--- config.mk ---
export PLATFORM = sky130hd
export DESIGN_NAME = dac_bank_ctrl
export DESIGN_NICKNAME = d
export VERILOG_FILES = /design/src/rtl/dac_bank_pkg.sv /design/src/rtl/dac_bank_decode.sv /design/src/rtl/dac_bank_chan.sv /design/src/rtl/dac_bank_rdmux.sv /design/src/rtl/dac_bank_ctrl.sv
export SDC_FILE = /design/constraint.sdc
export NUM_CORES = 1
export LEC_CHECK = 0
export BUFFER_PORTS_ARGS = -buffer_cell sky130_fd_sc_hd__buf_2
export CAP_MARGIN = 20
export CORE_MARGIN = 4
export CORE_UTILIZATION = 45
export DETAILED_ROUTE_END_ITERATION = 8
export PLACE_DENSITY = 0.8
export REMOVE_ABC_BUFFERS = 1
export SYNTH_ARGS = -nofsm -noshare
export SYNTH_HDL_FRONTEND = slang
export SYNTH_SLANG_ARGS = --single-unit
--- constraint.sdc ---
create_clock -name clk_i -period 2.5 [get_ports clk_i]
set_input_delay 0.5 -clock clk_i [delete_from_list [all_inputs] [get_ports clk_i]]
set_output_delay 0.5 -clock clk_i [all_outputs]
set_load 0.03 [all_outputs]
--- src/rtl/dac_bank_pkg.sv ---
package dac_bank_pkg;
  localparam int unsigned CTRL_UPD_BIT = 5;
  localparam int unsigned CTRL_CLR_BIT = 4;
  localparam int unsigned CTRL_RNG_LSB = 0;
  localparam int unsigned CTRL_W       = 8;
  localparam int unsigned CH_STRIDE_LSB = 3;  // 8-byte stride per channel
  localparam int unsigned SEL_DATA_BIT  = 2;  // +4 selects data word

  typedef enum logic [1:0] {
    RNG_OFF = 2'b00,
    RNG_EXT = 2'b01,
    RNG_INT = 2'b10,
    RNG_SUP = 2'b11
  } rng_e;

  typedef struct packed {
    logic upd;
    logic clr_n;
    rng_e rng;
  } ctrl_t;
endpackage

--- src/rtl/dac_bank_decode.sv ---
module dac_bank_decode
  import dac_bank_pkg::*;
#(
  parameter int unsigned NCH    = 4,
  parameter int unsigned ADDR_W = 6,
  localparam int unsigned CH_W  = (NCH > 1) ? $clog2(NCH) : 1
) (
  input  logic              req_i,
  input  logic              we_i,
  input  logic [ADDR_W-1:0] addr_i,
  output logic              hit_o,
  output logic              is_data_o,
  output logic [CH_W-1:0]   ch_o,
  output logic [NCH-1:0]    ctrl_we_o,
  output logic [NCH-1:0]    data_we_o
);
  localparam int unsigned IDX_W = ADDR_W - CH_STRIDE_LSB;

  logic [IDX_W-1:0] slot;
  logic             aligned;

  assign slot      = addr_i[ADDR_W-1:CH_STRIDE_LSB];
  assign aligned   = (addr_i[1:0] == 2'b00);
  assign hit_o     = aligned && (int'(slot) < int'(NCH));
  assign is_data_o = addr_i[SEL_DATA_BIT];
  assign ch_o      = addr_i[CH_STRIDE_LSB +: CH_W];

  for (genvar c = 0; c < NCH; c++) begin : g_we
    logic sel;
    assign sel          = req_i && we_i && hit_o && (ch_o == CH_W'(c));
    assign ctrl_we_o[c] = sel && !is_data_o;
    assign data_we_o[c] = sel &&  is_data_o;
  end
endmodule

--- src/rtl/dac_bank_chan.sv ---
module dac_bank_chan
  import dac_bank_pkg::*;
#(
  parameter int unsigned CODE_W = 12
) (
  input  logic              clk_i,
  input  logic              rst_ni,
  input  logic              ctrl_we_i,
  input  ctrl_t             ctrl_i,
  input  logic              data_we_i,
  input  logic [CODE_W-1:0] code_i,
  input  logic              tick_i,
  output ctrl_t             ctrl_o,
  output logic [CODE_W-1:0] pend_o,
  output logic [CODE_W-1:0] code_o,
  output logic [1:0]        range_o,
  output logic              oe_o
);
  ctrl_t             ctrl_q;
  logic [CODE_W-1:0] pend_q;
  logic [CODE_W-1:0] code_q;

  always_ff @(posedge clk_i or negedge rst_ni) begin
    if (!rst_ni)        ctrl_q <= '0;
    else if (ctrl_we_i) ctrl_q <= ctrl_i;
  end

  // clear dominates; writes during clear are dropped
  always_ff @(posedge clk_i or negedge rst_ni) begin
    if (!rst_ni)            pend_q <= '0;
    else if (!ctrl_q.clr_n) pend_q <= '0;
    else if (data_we_i)     pend_q <= code_i;
  end

  // timer mode loads the pre-edge pending value on a strobe
  always_ff @(posedge clk_i or negedge rst_ni) begin
    if (!rst_ni)                     code_q <= '0;
    else if (!ctrl_q.clr_n)          code_q <= '0;
    else if (!ctrl_q.upd || tick_i)  code_q <= pend_q;
  end

  assign ctrl_o  = ctrl_q;
  assign pend_o  = pend_q;
  assign code_o  = code_q;
  assign range_o = ctrl_q.rng;
  assign oe_o    = (ctrl_q.rng != RNG_OFF);

  p_clr_zero_r4: assert property (@(posedge clk_i) disable iff (!rst_ni)
    !ctrl_q.clr_n |=> (pend_q == '0) && (code_q == '0));

  p_imm_follow_r5: assert property (@(posedge clk_i) disable iff (!rst_ni)
    (ctrl_q.clr_n && !ctrl_q.upd) |=> (code_q == $past(pend_q)));

  p_tmr_hold_r6: assert property (@(posedge clk_i) disable iff (!rst_ni)
    (ctrl_q.clr_n && ctrl_q.upd && !tick_i) |=> $stable(code_q));

  p_tmr_load_r7: assert property (@(posedge clk_i) disable iff (!rst_ni)
    (ctrl_q.clr_n && ctrl_q.upd && tick_i) |=> (code_q == $past(pend_q)));

  p_rng_hold_r8: assert property (@(posedge clk_i) disable iff (!rst_ni)
    !ctrl_we_i |=> $stable(range_o));
endmodule

--- src/rtl/dac_bank_rdmux.sv ---
module dac_bank_rdmux
  import dac_bank_pkg::*;
#(
  parameter int unsigned NCH      = 4,
  parameter int unsigned DW       = 32,
  parameter int unsigned CODE_W   = 12,
  parameter int unsigned CODE_LSB = 16,
  localparam int unsigned CH_W    = (NCH > 1) ? $clog2(NCH) : 1
) (
  input  logic                  rd_en_i,
  input  logic                  hit_i,
  input  logic                  is_data_i,
  input  logic [CH_W-1:0]       ch_i,
  input  ctrl_t [NCH-1:0]       ctrl_i,
  input  logic [NCH*CODE_W-1:0] pend_i,
  output logic [DW-1:0]         rdata_o
);
  logic [NCH-1:0][DW-1:0] ctrl_word;
  logic [NCH-1:0][DW-1:0] data_word;

  for (genvar c = 0; c < NCH; c++) begin : g_word
    always_comb begin
      ctrl_word[c] = '0;
      ctrl_word[c][CTRL_UPD_BIT] = ctrl_i[c].upd;
      ctrl_word[c][CTRL_CLR_BIT] = ctrl_i[c].clr_n;
      ctrl_word[c][CTRL_RNG_LSB +: 2] = ctrl_i[c].rng;
      data_word[c] = '0;
      data_word[c][CODE_LSB +: CODE_W] = pend_i[c*CODE_W +: CODE_W];
    end
  end

  always_comb begin
    rdata_o = '0;
    if (rd_en_i && hit_i) begin
      for (int c = 0; c < NCH; c++) begin
        if (ch_i == CH_W'(c)) rdata_o = is_data_i ? data_word[c] : ctrl_word[c];
      end
    end
  end
endmodule

--- src/rtl/dac_bank_ctrl.sv ---
module dac_bank_ctrl
  import dac_bank_pkg::*;
#(
  parameter int unsigned NCH      = 4,
  parameter int unsigned ADDR_W   = 6,
  parameter int unsigned DW       = 32,
  parameter int unsigned CODE_W   = 12,
  parameter int unsigned CODE_LSB = 16
) (
  input  logic                  clk_i,
  input  logic                  rst_ni,
  input  logic                  req_i,
  input  logic                  we_i,
  input  logic [ADDR_W-1:0]     addr_i,
  input  logic [DW-1:0]         wdata_i,
  output logic [DW-1:0]         rdata_o,
  input  logic                  tick_i,
  output logic [NCH*CODE_W-1:0] code_o,
  output logic [NCH*2-1:0]      range_o,
  output logic [NCH-1:0]        oe_o
);
  localparam int unsigned CH_W = (NCH > 1) ? $clog2(NCH) : 1;

  logic                  hit, is_data;
  logic [CH_W-1:0]       ch;
  logic [NCH-1:0]        ctrl_we, data_we;
  ctrl_t                 wr_ctrl;
  logic [CODE_W-1:0]     wr_code;
  ctrl_t [NCH-1:0]       ctrl_st;
  logic [NCH*CODE_W-1:0] pend_st;
  logic                  unused_wdata;

  assign wr_ctrl.upd   = wdata_i[CTRL_UPD_BIT];
  assign wr_ctrl.clr_n = wdata_i[CTRL_CLR_BIT];
  assign wr_ctrl.rng   = rng_e'(wdata_i[CTRL_RNG_LSB +: 2]);
  assign wr_code       = wdata_i[CODE_LSB +: CODE_W];
  assign unused_wdata  = ^{wdata_i[DW-1:CODE_LSB+CODE_W], wdata_i[CODE_LSB-1:CTRL_W],
                           wdata_i[CTRL_W-1:CTRL_UPD_BIT+1], wdata_i[CTRL_CLR_BIT-1:2]};

  dac_bank_decode #(.NCH(NCH), .ADDR_W(ADDR_W)) u_decode (
    .req_i    (req_i),
    .we_i     (we_i),
    .addr_i   (addr_i),
    .hit_o    (hit),
    .is_data_o(is_data),
    .ch_o     (ch),
    .ctrl_we_o(ctrl_we),
    .data_we_o(data_we)
  );

  for (genvar c = 0; c < NCH; c++) begin : g_ch
    dac_bank_chan #(.CODE_W(CODE_W)) u_chan (
      .clk_i    (clk_i),
      .rst_ni   (rst_ni),
      .ctrl_we_i(ctrl_we[c]),
      .ctrl_i   (wr_ctrl),
      .data_we_i(data_we[c]),
      .code_i   (wr_code),
      .tick_i   (tick_i),
      .ctrl_o   (ctrl_st[c]),
      .pend_o   (pend_st[c*CODE_W +: CODE_W]),
      .code_o   (code_o[c*CODE_W +: CODE_W]),
      .range_o  (range_o[c*2 +: 2]),
      .oe_o     (oe_o[c])
    );
  end

  dac_bank_rdmux #(.NCH(NCH), .DW(DW), .CODE_W(CODE_W), .CODE_LSB(CODE_LSB)) u_rdmux (
    .rd_en_i  (req_i && !we_i),
    .hit_i    (hit),
    .is_data_i(is_data),
    .ch_i     (ch),
    .ctrl_i   (ctrl_st),
    .pend_i   (pend_st),
    .rdata_o  (rdata_o)
  );

  p_sel_onehot_r2: assert property (@(posedge clk_i) disable iff (!rst_ni)
    $onehot0({ctrl_we, data_we}));

  p_rd_unmapped_r9: assert property (@(posedge clk_i) disable iff (!rst_ni)
    (req_i && !we_i && !hit) |-> (rdata_o == '0));

  p_rd_rsvd_ctrl_r3: assert property (@(posedge clk_i) disable iff (!rst_ni)
    (req_i && !we_i && !is_data) |->
      (rdata_o[DW-1:CTRL_UPD_BIT+1] == '0) && (rdata_o[CTRL_CLR_BIT-1:2] == '0));

  p_rd_rsvd_data_r3: assert property (@(posedge clk_i) disable iff (!rst_ni)
    (req_i && !we_i && is_data) |->
      (rdata_o[DW-1:CODE_LSB+CODE_W] == '0) && (rdata_o[CODE_LSB-1:0] == '0));
endmodule

==> results of run 1 <==
logic make-up (layout without fill, tap and decap cells):
kind of cell	Yosys count	after routing	share of synthesized area
simple gates	236	236	0.182
flops	112	112	0.503
mux	80	80	0.186
buf+inv	62	143	0.0642
compound gates	48	48	0.0647
other cells	1	16	0.000673
stage by stage:
stage,TNS [ns],setup slack [ns]
4_1_cts,-0.0536,-0.0237
2_1_floorplan,-1.90,-0.124
3_3_place_gp,-0.817,-0.122
6_report,0,0.00929
3_5_place_dp,-1.01,-0.162
5_1_grt,-0.173,-0.0296
per-layer routing:
metal	global-route usage	part of all wire	routed length, um	up-vias
met5	0	0	0	-
met3	0.0413	0.068	991	18
li1	-	-	-	1917
met1	0.282	0.43	6180	2075
met2	0.341	0.49	7100	184
met4	0.0427	0.015	219	0
cells in the final DEF (no fill, tap or decap), types with 4 or more instances in the layout:
master and count:
clkbuf_16 9, buf_4 34, mux2_4 4, nor2_1 4, buf_2 86, mux2i_1 48, nand2b_1 4, mux2_2 12
a21boi_0 48, nand2_1 193, nor2b_1 17, conb_1 16, buf_6 4, mux4_2 16, or2_2 4, dfrtp_1 112
power groups by stage:
stage          clock [mW]  sequential, mW  combinational, mW
6_report             1.57            1.85              0.402
5_1_grt              1.67            1.85              0.433
4_1_cts              1.60            1.85              0.402
3_5_place_dp            0            1.89              0.398
3_3_place_gp            0            1.88              0.387
2_1_floorplan           0            1.93              0.159
state kept, by name, summed over array words and instances (netlist names):
| register | cells |
|---|---|
| g_ch.u_chan.ctrl_o | 8 |
| g_ch.u_chan.code_o | 48 |
| g_ch.u_chan.range_o | 8 |
| g_ch.u_chan.pend_o | 48 |
cell type report:
cell class	count	area, um2	share of cell area
clock buffers	9	225	0.0340
repair buffers	127	786	0.119
flip-flops and latches	112	2800	0.423
well taps	168	210	0.0317
clock inverters	7	100	0.0151
multi-input cells	380	2500	0.378
cell usage after synthesis:
master,number,area [um2]
dfrtp_1,112,2800
or4_4,2,22.5
nor4_2,1,12.5
nand4b_1,1,8.76
nor3_2,1,10.0
or2_2,4,25.0
nand2_1,193,724
nor2b_1,20,125
or3b_2,1,8.76
buf_2,4,20.0
nand3_1,1,5.00
nand4_1,1,6.26
buf_6,1,11.3
a21boi_0,48,360
mux2_4,4,60.1
conb_1,1,3.75
buf_4,30,225
buf_1,2,7.51
nor2_1,4,15.0
mux2i_1,48,480
or4b_1,1,10.0
nand2b_1,4,25.0
or3b_1,1,8.76
clkbuf_1,25,93.8
mux2_2,12,135
nor3_1,1,5.00
mux4_2,16,360
worst max path at each step:
| stage | startpoint | endpoint | slack, ns | cells past startpoint |
|---|---|---|---|---|
| 2_1_floorplan | addr_i[1] | rdata_o[16] | -0.12 | 3 |
| 3_3_place_gp | addr_i[1] | rdata_o[26] | -0.12 | 6 |
| 3_5_place_dp | addr_i[1] | rdata_o[26] | -0.16 | 6 |
| 4_1_cts | addr_i[5] | rdata_o[16] | -0.02 | 6 |
| 5_1_grt | addr_i[0] | rdata_o[16] | -0.03 | 6 |
| 6_report | addr_i[0] | rdata_o[16] | 0.009 | 6 |
critical path: stages:
cell	delay (ns)
buf_6	0.09
or4b_4	0.53
or3b_4	0.42
buf_8	0.16
nor2b_1	0.11
buf_4	0.17
what timing repair did:
item,4_1_cts,5_1_grt
setup endpoints to repair,12,14
setup buffers,0,1
pin swaps,2,2
resized for setup,22,5
cloned,0,0
==> summary.txt, run 1 <==
antenna violations before repair: 0
total track usage: 0.206
Final Max Tran Viols: 0
TritonCTS Buffers: 9
worst vdd ir: 0.301 mV
Final HPWL DP: 9910 um
CP startpoint kind: input port
gpl congestion: 0.783
H-tree levels: 3
Placed Cells: 786
cells after synthesis: 539
Clock transition at path regs: 0.07 ns
Syn-to-layout area delta: 18.9%
CP Class: in2out
Chip Height: 119 um
Max Freq: 401 MHz
Worst slew margin: 0.505
remaining antenna violation count after routing: 0
CTS tree: built
Yosys reg bits: 112
Setup violations, final: 0
DR pass1 iterations: 5
# clock sinks: 112
total of max-cap violations: 0
via-per-instance ratio: 5.22
Syn Area/Cell: 10.3 um2
largest net degree at the start of global routing: 69
Placed Area: 0.00621 mm2
final instance area: 0.00663 mm2
IO Pins: 135
Die ar.: 0.0142 mm2
clk_lat worst skew: 0.34 ns
critical path peak fanout: 7
number of port buffers: 102
Required @ worst endpoint: 2.00 ns
Max Buffers Root-to-Sink: 2
via count of the routed design: 4,194
final net count: 673
Routed WL: 14,500 um
CP Capture Type: output pin
WL/cell: 18.0 um
DR iter-0 viols: 255
Critical R2R Capture: g_ch[1].u_chan.code_o[9]
switch share: 0.255
Net Sw Power: 0.975 mW
Tightest Pin Transition: 0.742 ns
GRT overflow: 0
sequential power share: 0.484
sequential-to-total area share from yosys stat: 0.503
outcome: finished clean
post-route insts no fill: 803
Syn Std Cell Area: 0.00557 mm2
layout cells sized above 1: 0.298
crit path time final: 2.49 ns
first-pass GRT wire length: 22,900 um
Final Hold Fails: 0
fillers: 1,026
P per Cell Area: 577 mW/mm2
Final Cycle Share: 0.996
reg2reg start: g_ch[1].u_chan.ctrl_o[3]
Root Driver: clkbuf_16
initial core utilization: 0.462
Comb pwr share: 0.105
synth warn: 0
hold slack: 0.0530 ns
Worst R2R Path Depth: 3
Placeable Area: 0.0121 mm2
Hold Crit Class: in2async
Cell variety after synth: 27
R2R Setup Slk: 1.10 ns
overall power: 3.82 mW
cts-stage hold buffer count: 0
Worst EP arrival: 1.99 ns
Layout Utilization: 0.549
clock skew: 0.00779 ns
RSZ-0062 raised after global routing: true
Ant. Diodes: 0
clock share of power: 0.411
die width: 119 um
static leakage: 2.92 nW
residual DRC count: 0
cell row count: 40
total internal power: 2.85 mW
vias in the first global route: 4,329
No activity file was read; power rests on OpenSTA's default activity.
==> run 2: changes to the inputs <==
--- a/config.mk
+++ b/config.mk
@@ -5,6 +5,7 @@
 export SDC_FILE = /design/constraint.sdc
 export NUM_CORES = 1
 export LEC_CHECK = 0
+export ABC_AREA = 1
 export BUFFER_PORTS_ARGS = -buffer_cell sky130_fd_sc_hd__buf_2
 export CAP_MARGIN = 20
 export CORE_MARGIN = 4
==> run 2 against run 1 <==
First-iteration DRC count rose by 75%. Synthesized area grew 3.9%. Combinational power rose by 3%.
==> summary.txt, run 2 <==
cells after synthesis: 768
static leakage: 3.78 nW
final instance area: 0.00661 mm2
Synth area leader: dfrtp_1
first-pass GRT wire length: 24,900 um
Final Hold Fails: 0
top_reg_cell synth: dfrtp_1
reg2reg start: g_ch[3].u_chan.ctrl_o[2]
worst path cell trace: buf_2 > nand2_1 > inv_1 > o21ai_0 > nand2_1 > nor2_1 > nand2_1 > inv_1 > buf_2
critical path peak fanout: 14
Die ar.: 0.0148 mm2
WL met2: 7290 um
sequential-to-total area share from yosys stat: 0.484
Routed WL: 15,500 um
EDFF count, synth: 0
metal3 WL: 1420 um
asr flop ratio synth: 1.00
synth warn: 0
Final HPWL DP: 11,400 um
total of max-cap violations: 0
Ant. Diodes: 0
DR pass1 iterations: 7
total track usage: 0.217
via-per-instance ratio: 5.04
TritonCTS Buffers: 9
vias in the first global route: 4,877
Worst Setup SP: addr_i[4]
worst slack, placed: 0.204 ns
GRT overflow: 0
CP Capture Type: output pin
cts-stage hold buffer count: 0
Final Max Tran Viols: 0
Yosys reg bits: 112
Setup WS post-layout: 0.132 ns
Max Freq: 422 MHz
topmost layer with routed signal wires: met4
most frequent cells in the layout: 216 x nand2_1, 133 x inv_1, 112 x dfrtp_1
post-CTS setup buffers: 0
cell row count: 41
initial core utilization: 0.459
antenna violations before repair: 0
Chip Height: 121 um
Hold Crit Class: in2async
DR iter-0 viols: 446
clk_lat worst skew: 0.35 ns
crit path time final: 2.37 ns
Placeable Area: 0.0126 mm2
CP Class: in2out
CP startpoint kind: input port
WL/cell: 15.2 um
# clock sinks: 112
Clock transition at path regs: 0.07 ns
clock skew: 0.00766 ns
Max Buffers Root-to-Sink: 2
Worst slew margin: 0.659
remaining antenna violation count after routing: 0
H-tree levels: 3
count leader, synth: nand2_1
Worst EP arrival: 1.87 ns
slowest stage delay, CP: 0.36 ns
share of the synthesized area in the top cell type: 0.484
via count of the routed design: 5,159
top post-synthesis cells by count: 216 x nand2_1, 133 x inv_1, 112 x dfrtp_1
Required @ worst endpoint: 2.00 ns
WL met1: 6420 um
layout cells sized above 1: 0.185
hold slack: 0.0849 ns
gpl congestion: 0.978
Root Driver: clkbuf_16
CTS tree: built
largest net degree at the start of global routing: 58
Syn-to-layout area delta: 14.2%
Setup violations, final: 0
Cell variety after synth: 26
Crit path top cell by count: nand2_1
outcome: finished clean
most common cell after layout, fill and taps aside: nand2_1
Placed Area: 0.00632 mm2
Syn Area/Cell: 7.54 um2
final net count: 890
fillers: 1,227
number of port buffers: 102
Final Cycle Share: 0.947
CTS resizes: 0
die width: 121 um
critical path's slowest cell: inv_1
worst vdd ir: 0.312 mV
synth top area cells: dfrtp_1 48%, nand2_1 14%, inv_1 8.6%, o21ai_0 6.0%, nand3_1 6.0%
Tightest Pin Transition: 0.510 ns
residual DRC count: 0
IO Pins: 135
RSZ-0062 raised after global routing: false
Final TNS setup: 0 ns
P per Cell Area: 557 mW/mm2
Syn Std Cell Area: 0.00579 mm2
## run 2: layer usage
layer | global-route usage | vias up
li1 | - | 2499
met1 | 0.301 | 2396
met2 | 0.339 | 237
met5 | 0 | -
met4 | 0.0854 | 0
met3 | 0.0364 | 27
## run 2: layout make-up
cell class              instances  area [um2]  area share
flip-flops and latches        112        2800       0.424
clock inverters                 5        38.8     0.00586
repair buffers                120         661      0.0999
well taps                     172         215      0.0325
inverters                     138         518      0.0783
multi-input cells             466        2130       0.321
clock buffers                  11         253      0.0382
## run 2: final timing paths
path	slack [ns]	to	cells past startpoint
setup / recovery	0.13	rdata_o[21]	9
hold / removal	0.08	g_ch[2].u_chan.pend_o[7]	1
setup reg to reg	0.83	g_ch[3].u_chan.code_o[11]	3
hold reg to reg	0.50	g_ch[1].u_chan.pend_o[7]	2
max in group asynchronous	1.73	g_ch[3].u_chan.code_o[3]	2
min in group clk_i	0.43	g_ch[0].u_chan.code_o[9]	3
## run 2: kinds of logic after synthesis
group | synth area share
DFF | 0.484
and+or+nand+nor | 0.243
buffers and inverters | 0.159
AOI/OAI and AO/OA | 0.113
other | 0.000647
## run 2: worst max-delay path: cells and delay by family
family	cells	cell delay, ns
AOI/OAI and AO/OA	1	0.16
and+or+nand+nor	4	0.43
buffers and inverters	4	0.78
## run 2: report_power, final
group	leakage (nW)	internal, mW	total [mW]	switching [mW]
logic	2.07	0.102	0.416	0.314
clock network	0.143	0.739	1.41	0.671
registers	1.56	1.83	1.86	0.0255
## run 2: metrics by stage
stage                     instances   util  total power, mW
after global placement         1008  0.501             2.30
after detailed placement       1008  0.501             2.30
after CTS                      1024  0.524             3.70
final                          1024  0.524             3.68
after global routing           1024  0.524             3.83
after floorplan                 716      -             2.12
